### config.mk
export PLATFORM = sky130hd
export DESIGN_NAME = imply_row_engine
export DESIGN_NICKNAME = d
export VERILOG_FILES = /design/src/rtl/imply_row_pkg.sv /design/src/rtl/imply_cell.sv /design/src/rtl/imply_row_ctrl.sv /design/src/rtl/imply_row_engine.sv
export SDC_FILE = /design/constraint.sdc
export NUM_CORES = 1
export LEC_CHECK = 0
export CAP_MARGIN = 10
export CORE_UTILIZATION = 42
export CTS_CLUSTER_DIAMETER = 200
export DETAILED_ROUTE_END_ITERATION = 10
export DONT_BUFFER_PORTS = 1
export GPL_ROUTABILITY_DRIVEN = 0
export SLEW_MARGIN = 20
export SYNTH_ARGS = -nofsm -noshare
export SYNTH_HDL_FRONTEND = slang
export SYNTH_SLANG_ARGS = --single-unit
### constraint.sdc
create_clock -name clk -period 1.6 [get_ports clk]
set_input_delay 0.08 -clock clk [delete_from_list [all_inputs] [get_ports clk]]
set_output_delay 0.08 -clock clk [all_outputs]
set_load 0.05 [all_outputs]
### src/rtl/imply_row_pkg.sv
package imply_row_pkg;
   typedef enum logic [1:0] {
      OP_FALSE   = 2'b00,
      OP_IMPLY   = 2'b01,
      OP_LOAD    = 2'b10,
      OP_REFRESH = 2'b11
   } row_op_e;
endpackage

### src/rtl/imply_cell.sv
module imply_cell #(
   parameter int DRIFT_LIMIT = 3,
   localparam int DRIFT_W = $clog2(DRIFT_LIMIT + 1)
) (
   input  logic clk,
   input  logic rst,
   input  logic load_en,
   input  logic load_bit,
   input  logic refresh_en,
   input  logic false_en,
   input  logic imply_en,
   input  logic p_bit,
   output logic q_bit,
   output logic drift_full
);
   localparam logic [DRIFT_W-1:0] LIMIT = DRIFT_W'(DRIFT_LIMIT);

   logic               q_q;
   logic [DRIFT_W-1:0] drift_q;

   always_ff @(posedge clk) begin
      if (rst) begin
         q_q     <= 1'b0;
         drift_q <= '0;
      end else if (load_en) begin
         q_q     <= load_bit;
         drift_q <= '0;
      end else if (refresh_en) begin
         drift_q <= '0;
      end else if (false_en) begin
         q_q     <= 1'b0;
         drift_q <= '0;
      end else if (imply_en && !q_q) begin
         if (!p_bit) begin
            q_q     <= 1'b1;
            drift_q <= '0;
         end else if (drift_q == LIMIT) begin
            q_q     <= 1'b1;
            drift_q <= '0;
         end else begin
            drift_q <= drift_q + 1'b1;
         end
      end
   end

   assign q_bit      = q_q;
   assign drift_full = (drift_q == LIMIT);


   keep_one_chk: assert property (@(posedge clk) disable iff (rst)
      (imply_en && q_q && !load_en && !false_en) |=> q_q);

   weaken_hold_chk: assert property (@(posedge clk) disable iff (rst)
      (imply_en && p_bit && !q_q && !drift_full && !load_en && !refresh_en && !false_en)
      |=> (!q_q && drift_q == $past(drift_q) + 1'b1));
endmodule

### src/rtl/imply_row_ctrl.sv
module imply_row_ctrl
   import imply_row_pkg::*;
#(
   parameter int CELLS = 8,
   localparam int IDX_W = $clog2(CELLS)
) (
   input  logic             clk,
   input  logic             rst,
   input  logic             op_valid,
   input  row_op_e          op_code,
   input  logic [IDX_W-1:0] src_idx,
   input  logic [IDX_W-1:0] dst_idx,
   input  logic [CELLS-1:0] row_val,
   output logic             load_en,
   output logic             refresh_en,
   output logic [CELLS-1:0] false_vec,
   output logic [CELLS-1:0] imply_vec,
   output logic             p_bit,
   output logic             op_err
);
   logic src_ok, dst_ok, imply_req, imply_legal, false_legal, err_q;

   if (CELLS == (1 << IDX_W)) begin : g_full_range
      assign src_ok = 1'b1;
      assign dst_ok = 1'b1;
   end else begin : g_part_range
      assign src_ok = (32'(src_idx) < CELLS);
      assign dst_ok = (32'(dst_idx) < CELLS);
   end

   assign imply_req   = op_valid && (op_code == OP_IMPLY);
   assign imply_legal = imply_req && src_ok && dst_ok && (src_idx != dst_idx);
   assign false_legal = op_valid && (op_code == OP_FALSE) && dst_ok;
   assign load_en     = op_valid && (op_code == OP_LOAD);
   assign refresh_en  = op_valid && (op_code == OP_REFRESH);
   assign p_bit       = src_ok ? row_val[src_idx] : 1'b0;

   for (genvar i = 0; i < CELLS; i++) begin : g_sel
      assign false_vec[i] = false_legal && (32'(dst_idx) == i);
      assign imply_vec[i] = imply_legal && (32'(dst_idx) == i);
   end

   always_ff @(posedge clk) begin
      if (rst) err_q <= 1'b0;
      else     err_q <= imply_req && !imply_legal;
   end
   assign op_err = err_q;


   single_dst_chk: assert property (@(posedge clk) disable iff (rst)
      $onehot0(imply_vec | false_vec));
endmodule

### src/rtl/imply_row_engine.sv
module imply_row_engine
   import imply_row_pkg::*;
#(
   parameter int CELLS       = 8,
   parameter int DRIFT_LIMIT = 3,
   localparam int IDX_W = $clog2(CELLS)
) (
   input  logic             clk,
   input  logic             rst,
   input  logic             op_valid,
   input  logic [1:0]       op_code,
   input  logic [IDX_W-1:0] src_idx,
   input  logic [IDX_W-1:0] dst_idx,
   input  logic [CELLS-1:0] load_data,
   output logic [CELLS-1:0] row_q,
   output logic             refresh_req,
   output logic             op_err
);
   if (CELLS < 2) begin : g_bad_cells
      $error("imply_row_engine: CELLS must be at least 2");
   end
   if (DRIFT_LIMIT < 1) begin : g_bad_limit
      $error("imply_row_engine: DRIFT_LIMIT must be at least 1");
   end

   logic             load_en, refresh_en, p_bit;
   logic [CELLS-1:0] false_vec, imply_vec, full_vec;

   imply_row_ctrl #(.CELLS(CELLS)) ctrl_i (
      .clk       (clk),
      .rst       (rst),
      .op_valid  (op_valid),
      .op_code   (row_op_e'(op_code)),
      .src_idx   (src_idx),
      .dst_idx   (dst_idx),
      .row_val   (row_q),
      .load_en   (load_en),
      .refresh_en(refresh_en),
      .false_vec (false_vec),
      .imply_vec (imply_vec),
      .p_bit     (p_bit),
      .op_err    (op_err)
   );

   for (genvar i = 0; i < CELLS; i++) begin : g_cell
      imply_cell #(.DRIFT_LIMIT(DRIFT_LIMIT)) cell_i (
         .clk       (clk),
         .rst       (rst),
         .load_en   (load_en),
         .load_bit  (load_data[i]),
         .refresh_en(refresh_en),
         .false_en  (false_vec[i]),
         .imply_en  (imply_vec[i]),
         .p_bit     (p_bit),
         .q_bit     (row_q[i]),
         .drift_full(full_vec[i])
      );
   end

   assign refresh_req = |full_vec;


   err_no_change_chk: assert property (@(posedge clk) disable iff (rst)
      op_err |-> $stable(row_q));

   refresh_clear_chk: assert property (@(posedge clk) disable iff (rst)
      (op_valid && op_code == 2'b11) |=> (!refresh_req && $stable(row_q)));

   idle_hold_chk: assert property (@(posedge clk) disable iff (rst)
      !op_valid |=> $stable(row_q));

   load_chk: assert property (@(posedge clk) disable iff (rst)
      (op_valid && op_code == 2'b10) |=> (row_q == $past(load_data) && !refresh_req));
endmodule

Word-level counts from Yosys, hierarchy flattened
Index checks and enable logic that the tools add are counted.

Add/sub/neg operators: 8. $lt $le $gt $ge: 1. Eq/ne operators: 28. Multiplexer cells: 66. Reduce and logical (&&, ||, !) cells: 66.

Operator list (count): $mux 1 (49); $mux 2 (16); $reduce_or 4->1 (8); $logic_and 1x1->1 (30); $ne 4x2->1 const B (7); $reduce_and 3->1 (8); $reduce_bool 3->1 (8); $eq 2x2->1 const B (10); $add 2x1->2 const B (8); $eq 3x3->1 const B (4); $logic_not 1->1 (9); $reduce_or 8->1 (1); $eq 3x2->1 const B (2); $lt 3x4->1 const B (1); $ne 4x3->1 const B (1); $bmux 1 s3 (1); $eq 3x1->1 const B (1); $logic_not 3->1 (1); $ne 3x3->1 (1); $eq 2x1->1 const B (1); $logic_not 2->1 (1); $ne 2x1->1 const B (1).

Bits in registers: 25. Word-level logic and storage cells: 186.

Depth between registers and ports, before layout
Gate-level depths: netlist (run 1).

Depth in word-level cells: 9. Depth in mapped cells: 6. Gate-level depth less buffers: 5.

Modules after synthesis
Synthesis (run 1) repeated with hierarchy kept, for this count alone.

Cells, all modules: 187. Area, all modules: 1666.6 um^2.

By module, submodules not included: imply_cell (instances 8, cells each 18, area each 167.7 um^2); imply_row_ctrl (instances 1, cells each 40, area each 309.0 um^2); imply_row_engine (instances 1, cells each 3, area each 16.3 um^2).

Worst setup path after synthesis (run 1)
No wires, ideal clock.

Kind: flip-flop to flip-flop. From: register g_cell[5].cell_i.q_q. To: register g_cell[4].cell_i.drift_q[0]. Library setup time: 0.134 ns. Arrival: 1.349 ns. Data required time: 1.466 ns. Setup slack: 0.116 ns. Stages on the path, launching flop included: 6. Clock period less this slack: 1.484 ns. Path through: dfxtp_1 -> mux4_2 -> or2_1 -> buf_4 -> nand2_1 -> o31ai_1.

Word-level cells in the longest chain between the ends: 3.

Ends and longest elaborated chain: start, declared (RTL line imply_cell.sv:18) `logic q_q;`; start signal, assigned (RTL line imply_cell.sv:26) `q_q <= load_bit;`; $bmux 1 s3 (RTL line imply_row_ctrl.sv:36) `assign p_bit = src_ok ? row_val[src_idx] : 1'b0;`; $mux 1 (implied by the code) (RTL line imply_row_ctrl.sv:36); $mux 2 (RTL line imply_cell.sv:34) `if (!p_bit) begin`; end signal, assigned (RTL line imply_cell.sv:41) `drift_q <= drift_q + 1'b1;`; end, declared (RTL line imply_cell.sv:19) `logic [DRIFT_W-1:0] drift_q;`.

Every way passes these cells. The select of a mux whose other input is x is not followed. A chain may end at the register's enable or synchronous reset.

Worst setup path after layout (run 1)
From: register g_cell[5].cell_i.drift_q[0]. To: output refresh_req.

Word-level cells in the longest chain between the ends: 2.

Ends and longest elaborated chain: start, declared (RTL line imply_cell.sv:19); start signal, assigned (RTL line imply_cell.sv:41); $eq 2x2->1 (RTL line imply_cell.sv:47) `assign drift_full = (drift_q == LIMIT);`; $reduce_or 8->1 (RTL line imply_row_engine.sv:60) `assign refresh_req = |full_vec;`; end, declared (RTL line imply_row_engine.sv:16) `output logic refresh_req,`.

Every way passes these cells.

==> results_dict.tcl, run 1 <==
set metrics [dict create \
    postSynthCellCount 223 \
    startpoint "g_cell[5].cell_i.drift_q[0]$_SDFFE_PP0P_" \
    maxCapViolCount 0 \
    holdPathStages 3 \
    cp_cell_sequence "ha_2, nor4_2, nand2_1, buf_4" \
    final_core_util_pct 48.1 \
    max-clock-path-buffers 2 \
    slowest_delay_ns 0.36 \
    outcome "finished, final reports clean" \
    rows 24 \
    crit_path_start_kind "flop" \
    htree_levels 1 \
    leakage_uw 0.000754 \
    num_io_pins 29 \
    via_per_inst 6.58 \
    first_iter_violations 108 \
    period_minus_slack_ns 1.56 \
    drive_gt1_share_pct 21.1 \
    finClkSkew_ns 0.00415 \
    cts.clk_slew.worst_paths_ns 0.10 \
    final_max_slew_viol_count 0 \
    synthToLayoutAreaGrowth_pct 9.56 \
    die_height_um 69.7 \
    ys.flop_type "dfxtp_1" \
    dr.pass1.iters 4 \
    syn_area_mm2 0.00192 \
    grt_max_degree 23 \
    end_kind "output pin" \
    fin_crit_sh_pct 97.5 \
    tightest_slew_ns 0.526 \
    dp_hpwl_mm 3.93 \
    ir_drop_mv 0.355 \
    num_vias 1836 \
    grt_pass1_vias 1711 \
    synth_edf_count 0 \
    clk_latency_ns 0.27 \
    cts_buffers 3 \
    slew_headroom_pct 64.8 \
    crit_type "flop to output pin" \
    routed_wl_mm 5.45 \
    yosys.area.top_type "dfxtp_1" \
    core_mm2 0.00438 \
    synth.distinct_cells 52 \
    antenna_found_initial 0 \
    critPathSlowestCell "dfxtp_1" \
    ys_seq_area_share_pct 26.0 \
    async_flop_share_pct 0 \
    dp_cells 274 \
    die_area_mm2 0.00486 \
    hold_violations 0 \
    required_ns 1.52 \
    clock-sinks 25 \
    synth.avg_cell_area_um2 8.63 \
    synth_warnings 0 \
    cts_tree "yes" \
    ys_top_cells_by_area "dfxtp_1 (26%), ha_1 (5.2%), a21oi_1 (4.4%), buf_4 (3.9%), o31ai_1 (3.5%)" \
    final-setup-viol-count 0 \
    path_max_fanout 3 \
    synth_nets 250 \
    antennaDiodeCount 0 \
    start_util_pct 43.9 \
    routedWlPerCell_um 19.5 \
    reg2reg_from "g_cell[1].cell_i.q_bit$_SDFFE_PP0P_" \
    cts_root_buffer "clkbuf_8" \
    nets 255 \
    grt_pass1_wl_mm 8.83 \
    mostFrequentLayoutCells "dfxtp_1 (22), buf_4 (20), a21oi_1 (16)" \
    antenna_left 0 \
    max_freq_mhz 641 \
    n_fill_cell 414 \
    post_cts_buffers 0 \
    powerDensity_mw_per_mm2 655 \
    synth_top_area_share_pct 26.0 \
    grt_use_total_pct 22.6 \
    final_cell_count_no_fill 279 \
    hold_class "primary input to flop" \
    r2r_cells 5 \
    final_common_cell "dfxtp_1" \
    remaining_drc_errors 0 \
    fp.dieW_um 69.7 \
    port-buffer-count 0 \
    overflow 0 \
    critPathArrivalTime_ns 1.48 \
    synth-seq-cells 25 \
    hp-start "op_valid" \
]
## flip-flops by register name, indices dropped and copies added (netlist names)
| signal | count |
|---|---|
| g_cell.cell_i.q_bit | 8 |
| ctrl_i.op_err | 1 |
| g_cell.cell_i.drift_q | 16 |
## timing repair
| item | CTS | global route |
|---|---|---|
| hold buffers | 1 | 0 |
| resized for setup | 0 | 10 |
| endpoints found under the setup margin | 0 | 10 |
| endpoints found under the hold margin | 9 | 0 |
## critical path, delay by kind of cell, from the launching register on
family | cells | cell delay (ns)
flops | 1 | 0.36
simple gates | 2 | 0.42
buf+inv | 1 | 0.20
fa+ha+maj | 1 | 0.23
## routing by layer
metal / wire (um) / share of wire [%] / vias up / global-route usage [%]
met5: 0 / 0 / - / 0
met4: 32 / 0.59 / 0 / 5.78
met3: 300 / 5.5 / 4 / 3.20
met2: 2490 / 46 / 63 / 34.2
met1: 2620 / 48 / 882 / 33.6
li1: - / - / 887 / -
## final timing paths
check / to / slack [ns]
worst min-delay path: g_cell[2].cell_i.q_bit$_SDFFE_PP0P_ / 0.01
worst max register to register: g_cell[2].cell_i.drift_q[1]$_SDFFE_PP0P_ / 0.06
worst max-delay path: refresh_req / 0.04
worst min register to register: g_cell[3].cell_i.drift_q[1]$_SDFFE_PP0P_ / 0.49
## synthesized netlist by cell type, types with 6 or more instances
library cell,instances
dfxtp_1,25
a31oi_1,8
a21oi_1,17
nand4_1,10
o31ai_1,9
inv_1,10
nor2_1,7
nand2_1,8
ha_1,8
o311ai_0,6
buf_2,6
buf_4,10
o21ai_0,12
## metrics by stage
| stage | TNS, ns | setup slack (ns) | hold WS [ns] | instance area, um2 | power, uW |
|---|---|---|---|---|---|
| floorplan | 0 | 0.116 | 0.272 | 1920 | 928 |
| detailed placement | 0 | 0.0241 | 0.168 | 2010 | 976 |
| finish | 0 | 0.0392 | 0.0115 | 2110 | 1380 |
| global placement | 0 | 0.0380 | 0.164 | 2010 | 975 |
| CTS | 0 | 0.0126 | 0.0151 | 2060 | 1370 |
| global route | -0.0126 | -0.00789 | 0.0168 | 2110 | 1430 |
## final cells by class
type,count,area [um2],share of cell area (%)
Multi-Input combinational cell,167,1290,61.4
Clock buffer,3,41.3,1.96
Tap cell,52,65.1,3.09
Timing Repair Buffer,21,160,7.60
Inverter,10,37.5,1.78
Sequential cell,25,504,23.9
Clock inverter,1,5.00,0.237
## cell families after synthesis
| logic type | Yosys count | share of synthesized area (%) |
|---|---|---|
| simple gates | 62 | 19.8 |
| fa+ha+maj | 8 | 5.20 |
| xor+xnor | 3 | 2.54 |
| compound gates | 86 | 32.7 |
| buf+inv | 31 | 8.78 |
| mux | 8 | 4.94 |
| flops | 25 | 26.0 |
## power by group
part	internal (uW)	total (uW)	switching, uW
combinational	125	340	215
sequential	636	647	10.5
clock	175	395	220
total	935	1380	445
Note: power is estimated with default switching activity, not from simulation.
==> run 2, diff against run 1 <==
CORE_UTILIZATION = 35   (was 42)
==> results_dict.tcl, run 2 (synthesis results as in run 1) <==
set metrics [dict create \
    max_freq_mhz 641 \
    routed_wl_mm 5.65 \
    dpl_cell_area_mm2 0.00202 \
    cp_top_family "multiplexers" \
    largest_register "g_cell.cell_i.drift_q" \
    remaining_drc_errors 0 \
    fin_crit_sh_pct 97.5 \
    port-buffer-count 0 \
    critPathArrivalTime_ns 1.71 \
    cp.depth 5 \
    grt_max_degree 23 \
    core_mm2 0.00520 \
    period_minus_slack_ns 1.56 \
    finish.instance_area_mm2 0.00214 \
    hold_violations 0 \
    worst-path-buf-inv 1 \
    max-clock-path-buffers 2 \
    crit_path_start_kind "flop" \
    rows 26 \
    final-setup-viol-count 0 \
    largest_reg_flops 16 \
    tightest_slew_ns 0.565 \
    cp_cell_sequence "mux4_2, or2_4, buf_4, nand4_1, a21oi_1" \
    dr.pass1.iters 5 \
    die_height_um 76.2 \
    antenna_found_initial 0 \
    routedWlPerCell_um 19.1 \
    startpoint "g_cell[5].cell_i.q_bit$_SDFFE_PP0P_" \
    powerDensity_mw_per_mm2 643 \
    via_per_inst 6.35 \
    cts_tree "yes" \
    end_kind "flop" \
    dp_cells 291 \
    first_iter_violations 162 \
    hold_class "primary input to flop" \
    grt_use_total_pct 19.8 \
    crit_end "g_cell[3].cell_i.drift_q[1]$_SDFFE_PP0P_" \
    final_max_slew_viol_count 0 \
    post_cts_buffers 0 \
    finClkSkew_ns 0.00251 \
    grt_pass1_vias 1800 \
    die_area_mm2 0.00580 \
    htree_levels 1 \
    clk_latency_ns 0.27 \
    fp.dieW_um 76.2 \
    drive_gt1_share_pct 20.8 \
    fin_setup_tns_ns 0 \
    rsz0062_at_grt "yes" \
    outcome "finished, final reports clean" \
    final_common_cell "dfxtp_1" \
    ir_drop_mv 0.283 \
    dp_hpwl_mm 4.13 \
    path_max_fanout 10 \
    mostFrequentLayoutCells "dfxtp_1 (24), buf_4 (19), a21oi_1 (17)" \
    required_ns 1.75 \
    num_io_pins 29 \
    r2r_cells 5 \
    num_vias 1881 \
    antennaDiodeCount 0 \
    nets 254 \
    maxCapViolCount 0 \
    start_util_pct 37.0 \
    crit_type "flop to flop" \
    grt_pass1_wl_mm 9.15 \
    slowest_delay_ns 0.49 \
    cts.clk_slew.worst_paths_ns 0.09 \
    synthToLayoutAreaGrowth_pct 11.4 \
    ff2ff_setup_slack_ns 0.04 \
    clock-sinks 25 \
    reg2reg_from "g_cell[5].cell_i.q_bit$_SDFFE_PP0P_" \
    critPathSlowestCell "mux4_2" \
    cts_buffers 3 \
    cts_root_buffer "clkbuf_8" \
    final_core_util_pct 41.2 \
    final_cell_count_no_fill 296 \
    antenna_left 0 \
    worstReg2RegEnd "g_cell[3].cell_i.drift_q[1]$_SDFFE_PP0P_" \
    leakage_uw 0.000751 \
    overflow 0 \
    slew_headroom_pct 62.2 \
]
-- run 2: cell count changes in the layout (fill, tap and decap cells not counted), sizes merged --
cell	change
clkbuf	+1
clkinv	-1
buf	-1
-- run 2: where the power goes --
| part | total, uW | internal, uW | switching (uW) |
|---|---|---|---|
| registers | 644 | 635 | 8.64 |
| logic | 344 | 126 | 218 |
| clock network | 391 | 178 | 213 |
-- run 2: area by class of cell --
type                       count  area (um2)
sequential                    25         502
fill                         542        3060
clock buffer                   4        45.0
inverter                      10        37.5
tap                           70        87.6
timing repair buffer          20         153
multi-input combinational    167        1320
-- run 2: worst min path at each step --
stage | startpoint | end | slack, ns | cells past startpoint
3_3_place_gp | rst | ctrl_i.op_err$_SDFF_PP0_ | 0.16 | 1
2_1_floorplan | op_valid | g_cell[2].cell_i.q_bit$_SDFFE_PP0P_ | 0.27 | 3
3_5_place_dp | rst | ctrl_i.op_err$_SDFF_PP0_ | 0.16 | 1
4_1_cts | op_code[1] | g_cell[2].cell_i.q_bit$_SDFFE_PP0P_ | 0.0002 | 2
6_report | op_code[1] | g_cell[2].cell_i.q_bit$_SDFFE_PP0P_ | 0.01 | 2
5_1_grt | op_valid | g_cell[2].cell_i.q_bit$_SDFFE_PP0P_ | 0.01 | 3
-- run 2: worst register-to-register path: stages, from the launching register on --
cell and delay, ns:
dfxtp_1 0.33, mux4_2 0.49, or2_4 0.25, buf_4 0.18, nand4_1 0.11, a21oi_1 0.08
-- run 2: metrics by stage --
step                power (uW)  setup slack, ns  hold WS [ns]
floorplan                  928            0.116         0.272
global placement           976           0.0432         0.162
detailed placement         977           0.0448         0.164
CTS                       1370           0.0265      0.000243
global route              1440         -0.00251        0.0101
finish                    1380           0.0400        0.0136
-- run 2: routing by layer --
metal | up-vias | part of all wire, % | global-route usage, %
met1 | 897 | 44 | 27.2
met5 | - | 0 | 0
met2 | 87 | 47 | 31.0
met4 | 0 | 1.2 | 7.69
li1 | 891 | - | -
met3 | 6 | 7.5 | 2.99
-- run 2: repair_timing --
action,CTS,global route
endpoints found under the hold margin,9,0
gates resized for setup,1,11
endpoints found under the setup margin,1,11
hold buffers,1,0
gates cloned,0,0
pin swaps,0,9
